**src/rtl/sfsm_pkg.sv**
```systemverilog
`timescale 1ns/1ps
package sfsm_pkg;

   localparam int STATE_BITS = 4;
   localparam int FULL_CW    = 8;

   // Hamming-coded state word with an even-parity bit on top.
   function automatic logic [FULL_CW-1:0] hamm_enc(input logic [STATE_BITS-1:0] d);
      logic [6:0] c;
      c[0] = d[0] ^ d[1] ^ d[3];
      c[1] = d[0] ^ d[2] ^ d[3];
      c[2] = d[0];
      c[3] = d[1] ^ d[2] ^ d[3];
      c[4] = d[1];
      c[5] = d[2];
      c[6] = d[3];
      return {^c, c};
   endfunction

   // Longest tail of (key head of length s, then b) that is also a key head,
   // capped below the full key length.
   function automatic logic [STATE_BITS-1:0] kmp_next(input logic [15:0] key,
                                                      input int s, input logic b);
      int   best;
      int   p;
      logic ok;
      logic c;
      best = 0;
      for (int k = 1; k <= 15; k++) begin
         if (k <= s + 1) begin
            ok = 1'b1;
            for (int j = 0; j < k; j++) begin
               p = s + 1 - k + j;
               c = (p == s) ? b : key[p];
               if (c != key[j]) ok = 1'b0;
            end
            if (ok) best = k;
         end
      end
      return 4'(best);
   endfunction

endpackage

```
**src/rtl/sfsm_enc.sv**
```systemverilog
`timescale 1ns/1ps
module sfsm_enc #(
   parameter bit EXT_PARITY = 1'b1,
   localparam int CW = EXT_PARITY ? 8 : 7
) (
   input  logic [sfsm_pkg::STATE_BITS-1:0] state_i,
   output logic [CW-1:0]                   code_o
);
   logic [sfsm_pkg::FULL_CW-1:0] full;
   assign full = sfsm_pkg::hamm_enc(state_i);

   if (EXT_PARITY) begin : g_ext
      assign code_o = full;
   end else begin : g_plain
      logic unused_par;
      assign unused_par = full[7];
      assign code_o = full[6:0];
   end
endmodule

```
**src/rtl/sfsm_dec.sv**
```systemverilog
`timescale 1ns/1ps
module sfsm_dec #(
   parameter bit EXT_PARITY = 1'b1,
   localparam int CW = EXT_PARITY ? 8 : 7
) (
   input  logic [CW-1:0]                   code_i,
   output logic [sfsm_pkg::STATE_BITS-1:0] state_o,
   output logic                            fixed_o,
   output logic                            bad_o
);
   logic [6:0] low;
   logic [2:0] syn;
   logic [6:0] flip;
   logic [6:0] corr;
   logic       use_flip;

   assign low = code_i[6:0];
   assign syn = {low[3] ^ low[4] ^ low[5] ^ low[6],
                 low[1] ^ low[2] ^ low[5] ^ low[6],
                 low[0] ^ low[2] ^ low[4] ^ low[6]};

   always_comb begin
      flip = '0;
      if (syn != 3'd0) flip[syn - 3'd1] = 1'b1;
   end

   if (EXT_PARITY) begin : g_ext
      logic odd;
      assign odd      = ^code_i;
      assign fixed_o  = odd;
      assign bad_o    = (syn != 3'd0) && !odd;
      assign use_flip = (syn != 3'd0) && odd;
   end else begin : g_plain
      assign fixed_o  = (syn != 3'd0);
      assign bad_o    = 1'b0;
      assign use_flip = (syn != 3'd0);
   end

   assign corr    = low ^ (use_flip ? flip : 7'd0);
   assign state_o = {corr[6], corr[5], corr[4], corr[2]};

   logic [sfsm_pkg::FULL_CW-1:0] reenc;
   assign reenc = sfsm_pkg::hamm_enc(state_o);

   always_comb begin
      if (!fixed_o && !bad_o) begin
         assert_clean_roundtrip_R4: assert (code_i == reenc[CW-1:0]);
      end
   end
endmodule

```
**src/rtl/sfsm_trans.sv**
```systemverilog
`timescale 1ns/1ps
module sfsm_trans #(
   parameter logic [15:0] KEY = 16'hB2B2
) (
   input  logic [sfsm_pkg::STATE_BITS-1:0] cur_i,
   input  logic                            bit_i,
   output logic [sfsm_pkg::STATE_BITS-1:0] nxt_o,
   output logic                            hit_o
);
   localparam int SB    = sfsm_pkg::STATE_BITS;
   localparam int NST   = 1 << SB;
   localparam int TAB_N = NST * 2;

   logic [SB-1:0] tab [TAB_N];

   for (genvar s = 0; s < NST; s++) begin : g_st
      for (genvar b = 0; b < 2; b++) begin : g_bit
         localparam logic [SB-1:0] NXT = sfsm_pkg::kmp_next(KEY, s, b != 0);
         assign tab[s*2 + b] = NXT;
      end
   end

   assign nxt_o = tab[{cur_i, bit_i}];
   assign hit_o = (cur_i == SB'(NST - 1)) && (bit_i == KEY[15]);

   always_comb begin
      assert_step_bound_R3: assert ({1'b0, nxt_o} <= {1'b0, cur_i} + 5'd1);
   end
endmodule

```
**src/rtl/ecc_pattern_fsm.sv**
```systemverilog
`timescale 1ns/1ps
module ecc_pattern_fsm #(
   parameter int              KEY_LEN    = 16,
   parameter logic [15:0]     KEY        = 16'hB2B2,
   parameter bit              EXT_PARITY = 1'b1
) (
   input  logic clk_i,
   input  logic rst_i,
   input  logic din_i,
   output logic match_o,
   output logic fixed_o,
   output logic fault_o
);
   localparam int SB = $clog2(KEY_LEN);
   localparam int CW = EXT_PARITY ? 8 : 7;
   localparam logic [SB-1:0] IDLE = '0;

   if (KEY_LEN != 16) begin : g_len_check
      $error("ecc_pattern_fsm: KEY_LEN must be 16 (four data bits per codeword)");
   end

   logic [CW-1:0] code_q, code_seen, code_enc, code_d, idle_code;
   logic [SB-1:0] cur_st, adv_st, nxt_st;
   logic          dec_fixed, dec_bad, adv_hit;
   logic          match_q, fixed_q, fault_q;

   assign code_seen = code_q;

   sfsm_dec #(.EXT_PARITY(EXT_PARITY)) u_dec (
      .code_i (code_seen),
      .state_o(cur_st),
      .fixed_o(dec_fixed),
      .bad_o  (dec_bad)
   );

   sfsm_trans #(.KEY(KEY)) u_trans (
      .cur_i(cur_st),
      .bit_i(din_i),
      .nxt_o(adv_st),
      .hit_o(adv_hit)
   );

   assign nxt_st = dec_bad ? IDLE : adv_st;

   sfsm_enc #(.EXT_PARITY(EXT_PARITY)) u_enc (
      .state_i(nxt_st),
      .code_o (code_enc)
   );

   sfsm_enc #(.EXT_PARITY(EXT_PARITY)) u_enc_idle (
      .state_i(IDLE),
      .code_o (idle_code)
   );

   assign code_d = code_enc;

   always_ff @(posedge clk_i) begin
      if (rst_i) begin
         code_q  <= idle_code;
         match_q <= 1'b0;
         fixed_q <= 1'b0;
         fault_q <= 1'b0;
      end else begin
         code_q  <= code_d;
         match_q <= adv_hit && !dec_bad;
         fixed_q <= dec_fixed;
         fault_q <= dec_bad;
      end
   end

   assign match_o = match_q;
   assign fixed_o = fixed_q;
   assign fault_o = fault_q;

   assert_flags_exclusive_R8: assert property (@(posedge clk_i) disable iff (rst_i)
      !(fixed_o && fault_o));

   assert_fault_no_match_R7: assert property (@(posedge clk_i) disable iff (rst_i)
      fault_o |-> !match_o);

   assert_fault_to_idle_R7: assert property (@(posedge clk_i) disable iff (rst_i)
      fault_o |-> (code_q == idle_code));

   assert_match_last_bit_R2: assert property (@(posedge clk_i) disable iff (rst_i)
      match_o |-> ($past(din_i) == KEY[15]));
endmodule

```
**config.mk**
```make
export PLATFORM = sky130hd
export DESIGN_NAME = ecc_pattern_fsm
export DESIGN_NICKNAME = d
export VERILOG_FILES = /design/src/rtl/sfsm_pkg.sv /design/src/rtl/sfsm_enc.sv /design/src/rtl/sfsm_dec.sv /design/src/rtl/sfsm_trans.sv /design/src/rtl/ecc_pattern_fsm.sv
export SDC_FILE = /design/constraint.sdc
export NUM_CORES = 1
export LEC_CHECK = 0
export BUFFER_PORTS_ARGS = -buffer_cell sky130_fd_sc_hd__clkbuf_2
export CAP_MARGIN = 20
export CORE_MARGIN = 10
export CORE_UTILIZATION = 25
export CTS_CLUSTER_DIAMETER = 80
export DETAILED_ROUTE_END_ITERATION = 12
export MAX_ROUTING_LAYER = met4
export SKIP_LAST_GASP = 1
export SYNTH_ARGS = -nofsm -noshare
export SYNTH_HDL_FRONTEND = slang
export SYNTH_SLANG_ARGS = --single-unit
```
**constraint.sdc**
```tcl
create_clock -name clk_i -period 3.7 [get_ports clk_i]
set_input_delay 0.925 -clock clk_i [delete_from_list [all_inputs] [get_ports clk_i]]
set_output_delay 0.925 -clock clk_i [all_outputs]
set_load 0.01 [all_outputs]
```
; ---- After elaboration in Yosys (flattened, before gate mapping)
; Memories as Yosys holds them, arrays and structs flattened.
; Cells that the tools add are included.
[classes]
order_cmp = 3
eq_ne = 1
bitwise_logic = 17
mux = 7
n_reduce_logical = 10
n_addsub = 1
[op_table]
columns = operator, count
row1 = 1-bit XOR, 15
row2 = 7-bit two-way mux, 2
row3 = 4-bit two-way mux, 3
row4 = 8-bit parity, 1
row5 = 7-bit parity, 1
row6 = 7-bit XOR, 1
row7 = 6-bit greater-or-equal comparator (second input constant), 1
row8 = 5-bit inverter with 6-bit output, 1
row9 = 1-bit logical AND, 5
row10 = 4-bit equality test (second input constant), 1
row11 = 3-bit by 4-bit less-than comparator with 1-bit output (second input constant), 1
row12 = 1-bit demux with 3-bit select, 1
row13 = 3-bit by 1-bit greater-or-equal comparator with 1-bit output (second input constant), 1
row14 = 3-bit nonzero test, 1
row15 = 3-bit by 1-bit subtractor with 3-bit output (second input constant), 1
row16 = 1-bit zero test, 2
row17 = 1-bit two-way mux, 1
[word_totals]
regBits = 11
out_inout_bits = 3
inputBits = 3
romBits = 128
mem_count = 1
[memory_table]
columns = name, depth, word_bits, read_ports, rd_ports_with_merged_regs, write_ports, line_no
row1 = (name not given), 32, 4, 1, 0, 0, sfsm_trans.sv:23  ; assign nxt_o = tab[{cur_i, bit_i}];

; ---- Longest topological paths before layout
[logic_depth]
ltp_word = 19
ltp_mapped = 17

; ---- By module
; From an unflattened synthesis, not the netlist that was laid out.
[hier_totals]
hier_cells = 101
area_unflattened_um2 = 1114.8
[modules_own_cells]
columns = module, seq_area_each_um2, area_each_um2, cells_per_inst, instances
row1 = ecc_pattern_fsm, 220.2, 401.6, 28, 1
row2 = sfsm_enc, 0.0, 132.6, 8, 2
row3 = sfsm_dec, 0.0, 225.2, 26, 1
row4 = sfsm_trans, 0.0, 222.7, 31, 1

; ---- Least setup slack after synthesis
; No wires, ideal clock.
[synth_path]
path_kind = register to register
start = register code_q[2]
end = register code_q[1]
setup_time_ps = 121
setup_slack_ps = 448
path_buffers = 1
arrival_time_ps = 3130
path_stages_with_launch = 14
cell_sequence = dfxtp_1 -> buf_6 -> xnor2_4 -> xor2_2 -> inv_2 -> ha_1 -> ha_1 -> nand4_1 -> xnor2_1 -> ha_1 -> o41ai_1 -> a221oi_2 -> xnor2_1 -> mux2_4
[synth_between]
elab_chain_len = 18
[synth_rtl]
columns = item, line_no
row1 = "start, declared", ecc_pattern_fsm.sv:22  ; logic [CW-1:0] code_q, code_seen, code_enc, code_d, idle_code;
row2 = "start signal, assigned", ecc_pattern_fsm.sv:59  ; code_q <= idle_code;
row3 = "start signal, assigned", ecc_pattern_fsm.sv:64  ; code_q <= code_d;
row4 = "1-bit XOR, on equally long branches (3 in series)", "sfsm_dec.sv:20, sfsm_dec.sv:19"
row5 = 3-bit by 1-bit subtractor with 3-bit output, sfsm_dec.sv:24  ; if (syn != 3'd0) flip[syn - 3'd1] = 1'b1;
row6 = 3-bit by 4-bit less-than comparator with 1-bit output (implied by the code) or 3-bit by 1-bit greater-or-equal comparator with 1-bit output (tied branches), sfsm_dec.sv:24
row7 = 1-bit logical AND (implied by the code), sfsm_dec.sv:24
row8 = 1-bit two-way mux (implied by the code), sfsm_dec.sv:24
row9 = 1-bit demux with 3-bit select, n/a
row10 = 7-bit two-way mux, sfsm_dec.sv:24
row11 = 7-bit two-way mux, sfsm_dec.sv:39  ; assign corr = low ^ (use_flip ? flip : 7'd0);
row12 = 7-bit XOR, sfsm_dec.sv:39
row13 = 5-bit inverter with 6-bit output (implied by the code), sfsm_trans.sv:23
row14 = memory 32 x 4 bit, n/a
row15 = 4-bit two-way mux (implied by the code) (2 in series), sfsm_trans.sv:23
row16 = 4-bit two-way mux *, ecc_pattern_fsm.sv:43  ; assign nxt_st = dec_bad ? IDLE : adv_st;
row17 = 1-bit XOR, sfsm_pkg.sv:11  ; c[1] = d[0] ^ d[2] ^ d[3];
row18 = 1-bit XOR *, sfsm_pkg.sv:11
; Every way passes the cells marked *; elsewhere a longest branch is shown, timed or not. The select of a mux whose other input is x is not followed.
; A chain may end at the register's enable or synchronous reset.

; ---- Worst setup path after layout
[layout_path]
start = register code_q[4]
end = register code_q[1]
[layout_between]
elab_chain_len = 18
[layout_rtl]
columns = item, line_no
row1 = 1-bit XOR (3 in series), sfsm_dec.sv:18  ; assign syn = {low[3] ^ low[4] ^ low[5] ^ low[6],
row2 = 3-bit by 1-bit subtractor with 3-bit output, sfsm_dec.sv:24
row3 = 3-bit by 4-bit less-than comparator with 1-bit output (implied by the code) or 3-bit by 1-bit greater-or-equal comparator with 1-bit output (tied branches), sfsm_dec.sv:24
row4 = 1-bit logical AND (implied by the code), sfsm_dec.sv:24
row5 = 1-bit two-way mux (implied by the code), sfsm_dec.sv:24
row6 = 1-bit demux with 3-bit select, n/a
row7 = 7-bit two-way mux, sfsm_dec.sv:24
row8 = 7-bit two-way mux, sfsm_dec.sv:39
row9 = 7-bit XOR, sfsm_dec.sv:39
row10 = 5-bit inverter with 6-bit output (implied by the code), sfsm_trans.sv:23
row11 = memory 32 x 4 bit, n/a
row12 = 4-bit two-way mux (implied by the code) (2 in series), sfsm_trans.sv:23
row13 = 4-bit two-way mux *, ecc_pattern_fsm.sv:43
row14 = 1-bit XOR, sfsm_pkg.sv:11
row15 = 1-bit XOR *, sfsm_pkg.sv:11
; Marks and branches as above.

==> impl_metrics.yaml <==
place:
  routabilityCongestion: 0.819
  dpl.hpwl_um: 1430
  dpl_cell_area_sq_um: 1070
  portBuffers: 5
global_routing:
  grt_pass1_wl_um: 2810
  grt_max_degree: 7
  grt.total_usage_pct: 5.38
  grt-ovfl-total: 0
  antenna_found_initial: 0
  grt_pass1_vias: 635
critical_path:
  start_kind: "flop"
  endpoint_kind: "flop"
  slowest_delay_ns: 0.46
  crit_path_max_fanout: 6
  crit_chain: "xnor2_2 > xor2_2 > inv_2 > ha_1 > ha_1 > nand4_1 > xnor2_2 > ha_1 > o41ai_1 > a221oi_2 > xnor2_1 > mux2_4"
  critPathMostFrequentCell: "ha_1"
  crit_type: "reg -> reg"
  worst_ep_required_time_ns: 3.82
  arrival_ns: 3.52
  slowest_stage: "a221oi_2"
  cp_top_family: "XOR/XNOR gates"
  cp_num_buf_inv: 1
clock_tree:
  cts-htree-levels: 1
  cts_setup_buffers: 0
  cts_root_buf: "clkbuf_8"
  cts.sinks: 11
  cts_resized: 0
  clock_path_buffers: 2
  numCtsBuffers: 3
  cts_tree: "done"
  path_clk_slew_ns: 0.05
  clkLatencyLatePin_ns: 0.23
  cts-hold-fix-buffers: 0
layout:
  layout-drive-gt1-share_pct: 31.7
  seq_area_sq_um: 220
  n_antenna_cell: 0
  nFillCells: 388
  multi_input_area_sq_um: 727
  final_nets: 114
  area_delta_synth_final_pct: 15.7
  stdcell_area_sq_um: 1130
  final_cell_mix: "11 x nor2_1, 11 x dfxtp_1, 10 x xnor2_1, 6 x ha_1"
logic_synthesis:
  synth_area_sq_um: 973
  syn_nets: 102
  yosysTopAreaCell: "dfxtp_1"
  yosysWarnings: 0
  yosysSeqAreaShare_pct: 22.6
  postSynthCellCount: 93
  ys_types: 44
  yosys-top-cells-area: "dfxtp_1 23%, xnor2_1 9.9%, ha_1 7.7%, xnor2_2 6.7%, nor2_1 4.2%"
  synth_top_area_share_pct: 22.6
  synth_area_per_cell_sq_um: 10.5
  synth_seq_cells: 11
sta:
  setup_tns_ns: 0
  fin_crit_sh_pct: 91.8
  setup_viol: 0
  worst_pin_slew_ns: 0.454
  slew_headroom_pct: 69.4
  fmax_ghz: 0.295
  final_max_slew_viol_count: 0
  holdWs_ns: 0.828
  fin_skew_ns: 0.000657
  min_period_ns: 3.40
  hold_violations: 0
  rsz0062_at_grt: "false"
detailed_routing:
  antenna_left: 0
  drtIter0Drc: 18
  vias: 667
  drt-total-wl_um: 1650
  drc: 0
  viasPerCell: 4.39
  post_drt_wl_per_cell_um: 10.9
  firstDrtPassIters: 4
floorplan:
  core_area_sq_um: 3720
  rows: 22
  start_util_pct: 26.2
  fp.dieW_um: 82.4
  die_y_um: 82.4
  die_area_sq_um: 6790
  pin_count: 6
status:
  status: "complete, no violations"
worst_hold_path:
  hold_class: "reg -> reg"
flow_run:
  max_cap_violations: 0
==> flip-flops by register name, summed over array words and instances (netlist names) <==
name / count
fixed_o: 1
code_q: 8
fault_o: 1
match_o: 1
==> final timing paths <==
path | slack, ns | cells after the start | startpoint | to
worst max-delay path | 0.30 | 12 | code_q[4]$_SDFF_PP0_ | code_q[1]$_SDFF_PP0_
worst min-delay path | 0.83 | 4 | code_q[4]$_SDFF_PP0_ | match_o$_SDFF_PP0_
worst max register to register | 0.30 | 12 | code_q[4]$_SDFF_PP0_ | code_q[1]$_SDFF_PP0_
worst min register to register | 0.83 | 4 | code_q[4]$_SDFF_PP0_ | match_o$_SDFF_PP0_
==> cell usage after synthesis, drive strengths merged <==
cell / instances
ha: 6
o21ai: 1
a31o: 1
xor3: 2
and3: 1
buf: 1
mux2i: 2
or2: 2
a31oi: 1
o2111ai: 1
inv: 5
a21boi: 1
dfxtp: 11
mux2: 1
a211oi: 1
nand2: 3
a221oi: 1
xnor3: 1
o41ai: 1
a2111o: 1
nand3: 2
nand4: 1
o311a: 1
nor3: 2
xor2: 1
nor2b: 2
and2: 5
clkbuf: 1
a21bo: 1
xnor2: 16
and4: 1
a21oi: 1
nor2: 11
mux4: 1
o21a: 1
nor4: 1
nor3b: 1
==> per-stage QoR <==
| step | cells | setup WS [ns] | utilization (%) |
|---|---|---|---|
| 2_1_floorplan | 93 | 0.448 | - |
| 3_3_place_gp | 148 | 0.164 | 28.9 |
| 3_5_place_dp | 148 | 0.183 | 28.9 |
| 4_1_cts | 152 | 0.163 | 30.1 |
| 5_1_grt | 152 | 0.0902 | 30.3 |
| 6_report | 152 | 0.304 | 30.3 |
==> layout make-up <==
cell class,count,area share (%)
inverter,5,1.67
multi-input combinational,75,64.6
sequential,11,19.6
clock buffer,4,4.00
tap,48,5.33
timing repair buffer,9,4.89
==> per-layer routing <==
layer	vias up	track usage (%)	share of wire [%]
li1	345	-	-
met1	315	6.66	47
met2	7	8.24	52
met3	0	1.30	1.5
met4	0	2.04	0
met5	-	-	0
==> worst reg2reg max path, cell delays in order, from the launching register on <==
cell and delay, ns:
dfxtp_1 0.36, xnor2_2 0.25, xor2_2 0.19, inv_2 0.08, ha_1 0.20, ha_1 0.35
nand4_1 0.15, xnor2_2 0.32, ha_1 0.28, o41ai_1 0.12, a221oi_2 0.46, xnor2_1 0.20
mux2_4 0.31
==> cell families after synthesis <==
logic type	count (synthesis)	share of synthesized area, %
AND/OR/NAND/NOR	32	18.5
buffers and inverters	7	3.47
adder cells (fa/ha/maj)	6	7.71
AO/OA/AOI/OAI	13	13.1
multiplexers	4	5.91
flip-flops	11	22.6
XOR/XNOR	20	28.7
Power is left out: the tool's default activity adds up to more than one toggle a clock period on the data nets, which glitch-free logic cannot reach.
